## config.mk

```make
export PLATFORM = sky130hd
export DESIGN_NAME = uart_regfront
export DESIGN_NICKNAME = d
export VERILOG_FILES = /design/src/rtl/uart_rf_pkg.sv /design/src/rtl/uart_rf_delay.sv /design/src/rtl/uart_rf_rdmux.sv /design/src/rtl/uart_regfront.sv
export SDC_FILE = /design/constraint.sdc
export NUM_CORES = 1
export LEC_CHECK = 0
export BUFFER_PORTS_ARGS = -buffer_cell sky130_fd_sc_hd__buf_2
export CAP_MARGIN = 15
export CORE_MARGIN = 1
export CORE_UTILIZATION = 45
export DETAILED_ROUTE_END_ITERATION = 8
export MAX_ROUTING_LAYER = met4
export PLACE_DENSITY_LB_ADDON = 0.05
export SYNTH_ARGS = -nofsm -noshare
export SYNTH_HDL_FRONTEND = slang
export SYNTH_HIERARCHICAL = 1
export SYNTH_SLANG_ARGS = --single-unit
export TNS_END_PERCENT = 5
```

## constraint.sdc

```tcl
create_clock -name clk -period 1.9 [get_ports clk]
set_clock_uncertainty 0.05 [all_clocks]
set_input_delay 0.285 -clock clk [delete_from_list [all_inputs] [get_ports clk]]
set_output_delay 0.285 -clock clk [all_outputs]
set_load 0.1 [all_outputs]
```

## src/rtl/uart_rf_pkg.sv

```systemverilog
package uart_rf_pkg;
  localparam int OFF_DATA  = 0;
  localparam int OFF_IEN   = 1;
  localparam int OFF_IID   = 2;
  localparam int OFF_LCTL  = 3;
  localparam int OFF_MCTL  = 4;
  localparam int OFF_LSTAT = 5;
  localparam int OFF_MSTAT = 6;
  localparam int OFF_SCR   = 7;

  localparam int IEN_RX   = 0;
  localparam int IEN_TX   = 1;
  localparam int LCTL_DIV = 7;
  localparam int LS_DR    = 0;
  localparam int LS_THRE  = 5;
  localparam int LS_TEMT  = 6;

  localparam logic [7:0] MC_LOOP_CMD = 8'h1A;
  localparam logic [7:0] MC_LOOP_VAL = 8'h9A;

  function automatic logic [7:0] lstat_val(input logic avail);
    logic [7:0] v;
    v = '0;
    v[LS_TEMT] = 1'b1;
    v[LS_THRE] = 1'b1;
    v[LS_DR]   = avail;
    return v;
  endfunction

  function automatic logic [7:0] mctl_next(input logic [7:0] cur, input logic [7:0] wv);
    return (wv == MC_LOOP_CMD) ? MC_LOOP_VAL : cur;
  endfunction

  function automatic logic [7:0] iid_val(input logic txp, input logic rxp);
    return {7'd0, txp | rxp};
  endfunction
endpackage

```

## src/rtl/uart_rf_delay.sv

```systemverilog
module uart_rf_delay #(
  parameter int DELAY = 300
) (
  input  logic clk,
  input  logic rst_n,
  input  logic load,
  input  logic cancel,
  output logic expire
);
  localparam int CW = $clog2(DELAY + 1);
  localparam logic [CW-1:0] CNT_TOP = CW'(DELAY);

  logic [CW-1:0] cnt_q;

  always_ff @(posedge clk) begin
    if (!rst_n)          cnt_q <= '0;
    else if (load)       cnt_q <= CNT_TOP;
    else if (cancel)     cnt_q <= '0;
    else if (cnt_q != 0) cnt_q <= cnt_q - 1'b1;
  end

  assign expire = (cnt_q == CW'(1)) && !load && !cancel;

  p_cnt_range_r5: assert property (@(posedge clk) disable iff (!rst_n)
    cnt_q <= CNT_TOP);
  p_expire_single_r5: assert property (@(posedge clk) disable iff (!rst_n)
    expire |=> !expire);
endmodule

```

## src/rtl/uart_rf_rdmux.sv

```systemverilog
module uart_rf_rdmux
  import uart_rf_pkg::*;
#(
  parameter int DW = 8,
  parameter int AW = 3
) (
  input  logic          rd,
  input  logic [AW-1:0] addr,
  input  logic          div_on,
  input  logic [DW-1:0] ier,
  input  logic [DW-1:0] lcr,
  input  logic [DW-1:0] mcr,
  input  logic          tx_pend,
  input  logic          rx_pend,
  input  logic          rx_valid,
  input  logic [DW-1:0] rx_data,
  output logic [DW-1:0] rdata
);
  always_comb begin
    rdata = '0;
    if (rd) begin
      case (int'(addr))
        OFF_DATA:  rdata = (!div_on && rx_valid) ? rx_data : '0;
        OFF_IEN:   rdata = div_on ? '0 : ier;
        OFF_IID:   rdata = DW'(iid_val(tx_pend, rx_pend));
        OFF_LCTL:  rdata = lcr;
        OFF_MCTL:  rdata = mcr;
        OFF_LSTAT: rdata = DW'(lstat_val(rx_valid));
        default:   rdata = '0;
      endcase
    end
  end
endmodule

```

## src/rtl/uart_regfront.sv

```systemverilog
module uart_regfront
  import uart_rf_pkg::*;
#(
  parameter int DW    = 8,
  parameter int AW    = 3,
  parameter int DELAY = 300
) (
  input  logic          clk,
  input  logic          rst_n,
  input  logic [AW-1:0] host_addr,
  input  logic          host_rd,
  input  logic          host_wr,
  input  logic [DW-1:0] host_wdata,
  output logic [DW-1:0] host_rdata,
  input  logic [DW-1:0] rx_data,
  input  logic          rx_valid,
  output logic          rx_ready,
  output logic [DW-1:0] tx_data,
  output logic          tx_valid,
  output logic          irq,
  output logic          acc_err
);
  logic [DW-1:0] ier_q, lcr_q, mcr_q;
  logic tx_pend_q, rx_pend_q, irq_q, err_q, rx_seen_q;

  // decoded offsets
  logic sel_data, sel_ien, sel_lctl, sel_mctl, sel_ro;
  assign sel_data = host_addr == AW'(OFF_DATA);
  assign sel_ien  = host_addr == AW'(OFF_IEN);
  assign sel_lctl = host_addr == AW'(OFF_LCTL);
  assign sel_mctl = host_addr == AW'(OFF_MCTL);
  assign sel_ro   = (host_addr == AW'(OFF_LSTAT)) || (host_addr == AW'(OFF_MSTAT));

  // named internal events
  logic div_on, data_rd, rx_pop, tx_push, ien_wr, bad_wr, rx_arrive, ien_irq, tmr_load, tmr_cancel, tmr_expire;
  assign div_on     = lcr_q[LCTL_DIV];
  assign data_rd    = host_rd && sel_data && !div_on;
  assign rx_pop     = data_rd && rx_valid;
  assign tx_push    = host_wr && sel_data && !div_on;
  assign ien_wr     = host_wr && sel_ien && !div_on;
  assign bad_wr     = host_wr && sel_ro;
  assign rx_arrive  = rx_valid && !rx_seen_q;
  assign ien_irq    = host_wdata[IEN_TX] || (host_wdata[IEN_RX] && rx_valid);
  assign tmr_load   = tx_push && ier_q[IEN_TX];
  assign tmr_cancel = ien_wr && !ien_irq;

  uart_rf_delay #(.DELAY(DELAY)) u_delay (
    .clk(clk), .rst_n(rst_n), .load(tmr_load), .cancel(tmr_cancel), .expire(tmr_expire)
  );

  uart_rf_rdmux #(.DW(DW), .AW(AW)) u_rdmux (
    .rd(host_rd), .addr(host_addr), .div_on(div_on), .ier(ier_q), .lcr(lcr_q),
    .mcr(mcr_q), .tx_pend(tx_pend_q), .rx_pend(rx_pend_q), .rx_valid(rx_valid),
    .rx_data(rx_data), .rdata(host_rdata)
  );

  always_ff @(posedge clk) begin
    if (!rst_n) begin
      ier_q <= '0; lcr_q <= '0; mcr_q <= '0;
      tx_pend_q <= 1'b0; rx_pend_q <= 1'b0; irq_q <= 1'b0;
      err_q <= 1'b0; rx_seen_q <= 1'b0;
    end else begin
      rx_seen_q <= rx_valid && !rx_pop;
      // background events first; host actions below take precedence
      if (rx_arrive && ier_q[IEN_RX]) begin
        irq_q <= 1'b1; rx_pend_q <= 1'b1;
      end
      if (tmr_expire && ier_q[IEN_TX]) begin
        irq_q <= 1'b1; tx_pend_q <= 1'b1;
      end
      if (data_rd) begin
        irq_q <= 1'b0; rx_pend_q <= 1'b0;
      end
      if (tx_push) begin
        irq_q <= 1'b0; tx_pend_q <= 1'b0;
      end
      if (ien_wr) begin
        ier_q <= host_wdata;
        irq_q <= ien_irq;
        if (!host_wdata[IEN_TX]) tx_pend_q <= 1'b0;
        if (!(host_wdata[IEN_RX] && rx_valid)) rx_pend_q <= 1'b0;
      end
      if (host_wr && sel_lctl) lcr_q <= host_wdata;
      if (host_wr && sel_mctl) mcr_q <= DW'(mctl_next(8'(mcr_q), 8'(host_wdata)));
      if (bad_wr) err_q <= 1'b1;
    end
  end

  assign rx_ready = rx_pop;
  assign tx_valid = tx_push;
  assign tx_data  = host_wdata;
  assign irq      = irq_q;
  assign acc_err  = err_q;

  p_pop_clears_r3: assert property (@(posedge clk) disable iff (!rst_n)
    rx_ready |=> !irq && !rx_pend_q);
  p_send_clears_r4: assert property (@(posedge clk) disable iff (!rst_n)
    tx_valid |=> !irq && !tx_pend_q);
  p_div_keeps_ien_r2: assert property (@(posedge clk) disable iff (!rst_n)
    (host_wr && sel_ien && div_on) |=> $stable(ier_q));
  p_div_quiet_r2: assert property (@(posedge clk) disable iff (!rst_n)
    (div_on && (sel_data || sel_ien)) |-> !rx_ready && !tx_valid);
  p_expire_raises_r5: assert property (@(posedge clk) disable iff (!rst_n)
    (tmr_expire && ier_q[IEN_TX] && !host_rd && !host_wr) |=> irq && tx_pend_q);
  p_dr_bit_r8: assert property (@(posedge clk) disable iff (!rst_n)
    (host_rd && host_addr == AW'(OFF_LSTAT)) |-> host_rdata[LS_DR] == rx_valid);
  p_err_sticky_r11: assert property (@(posedge clk) disable iff (!rst_n)
    acc_err |=> acc_err);
  p_cause_needs_irq_r7: assert property (@(posedge clk) disable iff (!rst_n)
    $rose(rx_pend_q) |-> irq);
endmodule

```

==> flow_summary_export.csv, run 1 <==
group,metric,value,unit
outcome,status,"complete, but fails checks",
outcome,violations,"negative setup slack",
floorplanning,core_area,4029,um2
drt,drtAntennaViolNets,0,
global_routing,grt_antenna_before_repair,0,
drt,wl_per_cell,13.39,um
clock_network,numCtsBuffers,5,
sta,layout_setup_ws,-0.1020,ns
floorplanning,die-height,66.80,um
final_layout,syn2layout_area_growth,38.94,%
sta,slew_violations,0,
setup_path,worstSetupStartpointType,"register",
clock_network,numClockSinks,31,
drt,first_pass_iters,4,
setup_path,reg2reg_slack,0.11,ns
drt,drc,0,
placement,dp_hpwl,3496,um
placement,place.gp.congestion,0.7729,
global_routing,grt_use_total,23.14,%
clock_network,clockBufferDepth,2,
final_layout,utilization,65.16,%
pwr,power_frac_clock,22.3,%
final_layout,final_area,2625,um2
sta,rsz0062_at_grt,"yes",
placement,placed_area,2534,um2
sta,fin_crit_sh,105.4,%
synthesis,synthDistinctLibCells,52,
clock_network,tritoncts,"built",
sta,max_freq,0.4995,GHz
clock_network,h-tree-depth,2,
synthesis,ys_warn_count,6,
clock_network,path_clk_slew,0.06,ns
drt,drt_iter0_drc,85,
global_routing,grt-ovfl-total,0,
final_layout,antennaDiodeCount,0,
sta,setup_viol,8,
drt,vias,1768,
setup_path,critPathRequiredTime,1.56,ns
pwr,p_sw,0.0007841,W
floorplanning,die_area,4462,um2
synthesis,synth_flop_cell,"dfxtp_1",
floorplanning,start_util,46.89,%
clock_network,clockRootBuffer,"clkbuf_8",
final_layout,nets,310,
synthesis,synthArstFlopShare,0,%
setup_path,cp_max_fo,7,
run,max_cap_viol_count,0,
global_routing,grt_pass1_wl,7431,um
final_layout,drive_gt1_share,36.14,%
synthesis,syn-cell-area,1889,um2
setup_path,crit_path_start,"lcr_q[7]$_SDFFE_PN0P_",
floorplanning,num_rows,23,
sta,finalHoldViolations,0,
pwr,leakagePower,1.066,nW
pwr,power_frac_seq,36.3,%
synthesis,synth_area_per_cell,8.510,um2
global_routing,grt_max_degree,27,
setup_path,endpoint_kind,"primary output",
setup_path,reg2reg_from,"u_delay/cnt_q[0]$_SDFFE_PP0N_",
setup_path,crit_type,"register to primary output",
drt,wl,4486,um
global_routing,grt_pass1_vias,1550,
floorplanning,io_pins,44,
pwr,p_comb_share,41.4,%
synthesis,synth_cells,222,
sta,fin_crit,2.002,ns
synthesis,ys_ff_latch,31,
pwr,p_int,0.001383,W
synthesis,ys_seq_area_share,32.85,%
worst_hold_path,holdCritStartpoint,"host_wdata[7]",
pwr,power_density,825.4,nW/um2
clock_network,clock_latency,0.28,ns
pwr,p_sw_share,36.19,%
synthesis,synth_edf_count,0,
drt,via_per_inst,5.278,
placement,io_buffers,43,
placement,pre_cts_slack,-0.02757,ns
pwr,ir_drop,0.5279,mV
floorplanning,die_w,66.80,um
worst_hold_path,hold_class,"input pin to register",
setup_path,arrival,1.67,ns
[per-layer routing]
layer  GRT usage [%]  vias up  routed length [um]
met5               -        -                   0
met3           4.623        5                 297
met1           32.74      797                2267
li1                -      910                   -
met2           33.08       56                1884
met4           6.383        0                  37
[metrics by stage]
stage	power [W]	setup TNS, ns	hold WS, ns	std cells
global route	0.002304	-0.9723	0.2138	335
CTS	0.002178	-0.5509	0.2053	335
detailed placement	0.001686	-0.02970	0.3955	327
global placement	0.001681	-0.01232	0.3937	327
floorplan	0.001477	-1.255	0.3423	225
finish	0.002167	-0.4065	0.2158	335
[synth_stat cells (2+ instances only)]
cell type	count	area, um2
a32oi_1	3	26.28
nor4b_1	2	17.52
a31oi_1	6	37.54
buf_4	8	60.06
nor3b_1	4	30.03
or4bb_1	2	22.52
dfxtp_1	31	620.6
clkbuf_1	6	22.52
or3_1	2	12.51
o21ai_0	6	30.03
nand4bb_1	2	22.52
inv_1	5	18.77
nor2b_1	14	87.58
or4_4	2	22.52
nor4_1	2	12.51
a21boi_1	8	60.06
a21oi_1	8	40.04
and2_1	3	18.77
o21a_1	5	37.54
nor3_1	4	20.02
nor2_1	15	56.30
a211oi_1	2	15.01
nand2_1	23	86.33
xnor2_1	4	35.03
and3_1	2	12.51
buf_2	3	15.01
and3_2	2	15.01
nand3_1	6	30.03
a21o_1	4	30.03
nand3b_1	6	45.04
ha_1	2	25.02
mux2i_1	10	100.1
[what timing repair did]
item,CTS,global route
hold buffers,0,0
gates resized for setup,2,2
pin swaps,5,0
endpoints found under the setup margin,8,11
setup buffers,0,0
[layout by cell type (no fill, tap or decap), drive strengths merged, types with 2 or more instances in the layout]
cell type,count
o21a,5
a21oi,8
nor4b,3
conb,4
inv,5
nand3,7
nor2b,15
a31oi,6
nor3,6
and3,4
and2,4
buf,70
nor3b,4
mux2i,10
a21boi,8
a21o,4
nand4bb,2
nor4,3
a32oi,3
xnor2,4
or4bb,2
ha,2
or3,2
nand3b,6
dfxtp,31
nand2,23
o21ai,6
a211oi,2
nor2,15
clkbuf,7
or4,2
[flip-flops by register name, indices dropped and copies added (netlist names)]
register / flops
u_delay/cnt_q: 9
ier_q: 8
lcr_q: 8
acc_err: 1
irq: 1
mcr_q: 1
rx_pend_q: 1
rx_seen_q: 1
tx_pend_q: 1
[cells by family (layout without fill, tap and decap cells)]
kind of cell	after synthesis	after routing	share of synthesized area [%]
muxes	11	11	5.894
adders and majority gates	2	2	1.324
DFF	31	31	32.85
AOI/OAI and AO/OA	47	47	16.82
other	1	4	0.1985
xor gates and xnor gates	4	4	1.854
and+or+nand+nor	103	103	34.30
buffers and inverters	23	83	6.755
[worst max-delay path: stages, from the launching register on]
cell and delay (ns):
dfxtp_2 0.35, or4bb_1 0.50, a21o_1 0.20, a21oi_4 0.14
buf_12 0.19
[area by class of cell]
cell class              count  area (um2)
fillers                   354        1404
multi-input cells         171        1272
flip-flops and latches     31       621.8
repair buffers             70       568.0
clock buffers               7       76.32
well taps                  50       62.56
inverters                   5       18.77
clock inverters             1       5.005
[final timing paths]
| kind | to | cells past startpoint |
|---|---|---|
| max reg2reg | u_delay/cnt_q[2]$_SDFFE_PN0P_ | 6 |
| min | lcr_q[7]$_SDFFE_PN0P_ | 3 |
| min reg2reg | lcr_q[5]$_SDFFE_PN0P_ | 2 |
| max | host_rdata[4] | 4 |
[power groups by stage]
| stage | sequential [W] | clock, W | combinational (W) |
|---|---|---|---|
| 2_1_floorplan | 0.000811 | 0 | 0.000666 |
| 6_report | 0.000787 | 0.000483 | 0.000897 |
| 5_1_grt | 0.000798 | 0.000527 | 0.000979 |
| 3_3_place_gp | 0.000800 | 0 | 0.000881 |
| 4_1_cts | 0.000787 | 0.000503 | 0.000888 |
| 3_5_place_dp | 0.000801 | 0 | 0.000885 |
(Power assumes the default switching activity.)
==> inputs of run 2 (changes only) <==
Settings changed: CTS_BUF_LIST set to sky130_fd_sc_hd__clkbuf_8 sky130_fd_sc_hd__clkbuf_16.
==> run 2 against run 1 <==
Against the previous run: the flow still finishes with violations (negative setup slack); largest power group unchanged; first-iteration DRC count is 1.2% higher; critical path type unchanged; largest cell class unchanged; hold slack about the same; sequential cell count unchanged; global-route usage unchanged.
==> flow_summary_export.csv, run 2 (same netlist as run 1, synthesis figures left out) <==
group,metric,value,unit
outcome,status,"complete, but fails checks",
outcome,violations,"negative setup slack",
final_layout,drive_gt1_share,36.14,%
sta,slew_violations,0,
sta,setup_viol,8,
sta,finalHoldViolations,0,
final_layout,fillers,354,
placement,place.gp.congestion,0.7729,
global_routing,grt_use_total,23.14,%
clock_network,hold_buffers,0,
worst_hold_path,holdPathStages,3,
pwr,power_frac_seq,36.5,%
final_layout,mostFrequentLayoutCells,"buf_2 (33), dfxtp_1 (30), buf_4 (27)",
worst_hold_path,hold_class,"input pin to register",
drt,via_per_inst,5.269,
final_layout,layout_commonest_cell,"buf_2",
global_routing,grt-ovfl-total,0,
final_layout,nets,310,
sta,fin_crit_sh,105.4,%
clock_network,numCtsBuffers,5,
clock_network,tritoncts,"built",
pwr,p_sw_share,36.50,%
global_routing,grt_pass1_vias,1550,
final_layout,final_cells,335,
setup_path,cp_max_fo,7,
pwr,power_density,823.0,nW/um2
sta,max_freq,0.4994,GHz
final_layout,regMostFlops,"u_delay/cnt_q",
global_routing,grt_pass1_wl,7431,um
final_layout,largest_reg_flops,9,
floorplanning,die_area,4462,um2
sta,rsz0062_at_grt,"yes",
final_layout,antennaDiodeCount,0,
floorplanning,io_pins,44,
clock_network,numClockSinks,31,
global_routing,grt-busiest-layer,"met2",
clock_network,post_cts_buffers,0,
drt,first_pass_iters,4,
placement,pre_cts_slack,-0.02757,ns
pwr,power_frac_clock,21.9,%
sta,setup-tns-final,-0.4086,ns
setup_path,r2r.worst_path.cells,6,
global_routing,grt_antenna_before_repair,0,
floorplanning,num_rows,23,
sta,layout_setup_ws,-0.1023,ns
drt,vias,1765,
pwr,p_int,0.001372,W
placement,dp_cells,327,
sta,hold_ws,0.2154,ns
drt,drc,0,
worst_hold_path,holdCritStartpoint,"host_wdata[7]",
sta,fin_crit,2.002,ns
floorplanning,die-height,66.80,um
global_routing,grt_util_met1,32.74,%
global_routing,grt_use_met2,33.08,%
setup_path,endpoint_kind,"primary output",
setup_path,worstSetupStartpointType,"register",
pwr,p_sw,0.0007885,W
setup_path,reg2reg_from,"u_delay/cnt_q[0]$_SDFFE_PP0N_",
pwr,leakagePower,1.075,nW
floorplanning,die_w,66.80,um
placement,dp_hpwl,3496,um
setup_path,r2r_end,"u_delay/cnt_q[2]$_SDFFE_PN0P_",
final_layout,top_regs,"u_delay/cnt_q: 9 flops, ier_q: 8 flops, lcr_q: 8 flops",
clock_network,h-tree-depth,2,
drt,wl_per_cell,13.44,um
setup_path,critPathRequiredTime,1.56,ns
floorplanning,start_util,46.89,%
placement,io_buffers,43,
clock_network,clockBufferDepth,2,
setup_path,reg2reg_slack,0.11,ns
global_routing,grt.met3_usage,4.623,%
worst_hold_path,hold_end,"lcr_q[7]$_SDFFE_PN0P_",
clock_network,clock_latency,0.28,ns
pwr,ir_drop,0.5312,mV
pwr,p_comb_share,41.7,%
clock_network,clockRootBuffer,"clkbuf_8",
floorplanning,core_area,4029,um2
final_layout,syn2layout_area_growth,38.94,%
run,max_cap_viol_count,0,
setup_path,arrival,1.67,ns
setup_path,crit_type,"register to primary output",
clock_network,path_clk_slew,0.06,ns
drt,drtAntennaViolNets,0,
drt,wl,4504,um
global_routing,grt_max_degree,27,
drt,drt_iter0_drc,86,
-- run 2: metrics by stage --
| step | util [%] | cell area [um2] | power (W) |
|---|---|---|---|
| after floorplan | - | 2012 | 0.001477 |
| after global placement | 62.89 | 2534 | 0.001681 |
| after detailed placement | 62.89 | 2534 | 0.001686 |
| after CTS | 65.03 | 2620 | 0.002167 |
| after global routing | 65.16 | 2625 | 0.002294 |
| final | 65.16 | 2625 | 0.002160 |
-- run 2: routing by layer --
metal	share of wire [%]	vias to the layer above
li1	-	911
met4	0.82	0
met5	0	-
met3	6.4	5
met2	42	57
met1	50	792
-- run 2: cell type report --
cell class | count | area, um2 | area share [%]
Clock buffer | 5 | 68.82 | 2.622
Clock inverter | 3 | 12.51 | 0.4766
Inverter | 5 | 18.77 | 0.7150
Timing Repair Buffer | 70 | 568.0 | 21.64
Tap cell | 50 | 62.56 | 2.383
Sequential cell | 31 | 621.8 | 23.69
Multi-Input combinational cell | 171 | 1272 | 48.47
-- run 2: how the worst max path moves through the flow --
stage | startpoint | endpoint | slack [ns] | depth (start not counted)
6_report | lcr_q[7]$_SDFFE_PN0P_ | host_rdata[4] | -0.10 | 4
5_1_grt | lcr_q[7]$_SDFFE_PN0P_ | host_rdata[3] | -0.16 | 4
4_1_cts | lcr_q[7]$_SDFFE_PN0P_ | host_rdata[3] | -0.12 | 4
3_5_place_dp | host_addr[2] | irq$_SDFFE_PN0P_ | -0.03 | 10
3_3_place_gp | host_addr[2] | irq$_SDFFE_PN0P_ | -0.01 | 10
2_1_floorplan | lcr_q[7]$_SDFFE_PN0P_ | host_rdata[1] | -0.17 | 4
-- run 2: power by group through the flow --
stage          logic (W)  registers [W]  clock network [W]
6_report        0.000900       0.000788           0.000473
5_1_grt         0.000979       0.000798           0.000517
4_1_cts         0.000888       0.000787           0.000492
3_5_place_dp    0.000885       0.000801                  0
3_3_place_gp    0.000881       0.000800                  0
2_1_floorplan   0.000666       0.000811                  0
-- run 2: critical path: stages (launching register included) --
cell     delay, ns
dfxtp_2       0.35
or4bb_1       0.50
a21o_1        0.20
a21oi_4       0.14
buf_12        0.19
-- run 2: repair_timing --
item | CTS | global route
setup endpoints to repair | 8 | 11
pin swaps | 5 | 0
resized for setup | 2 | 2
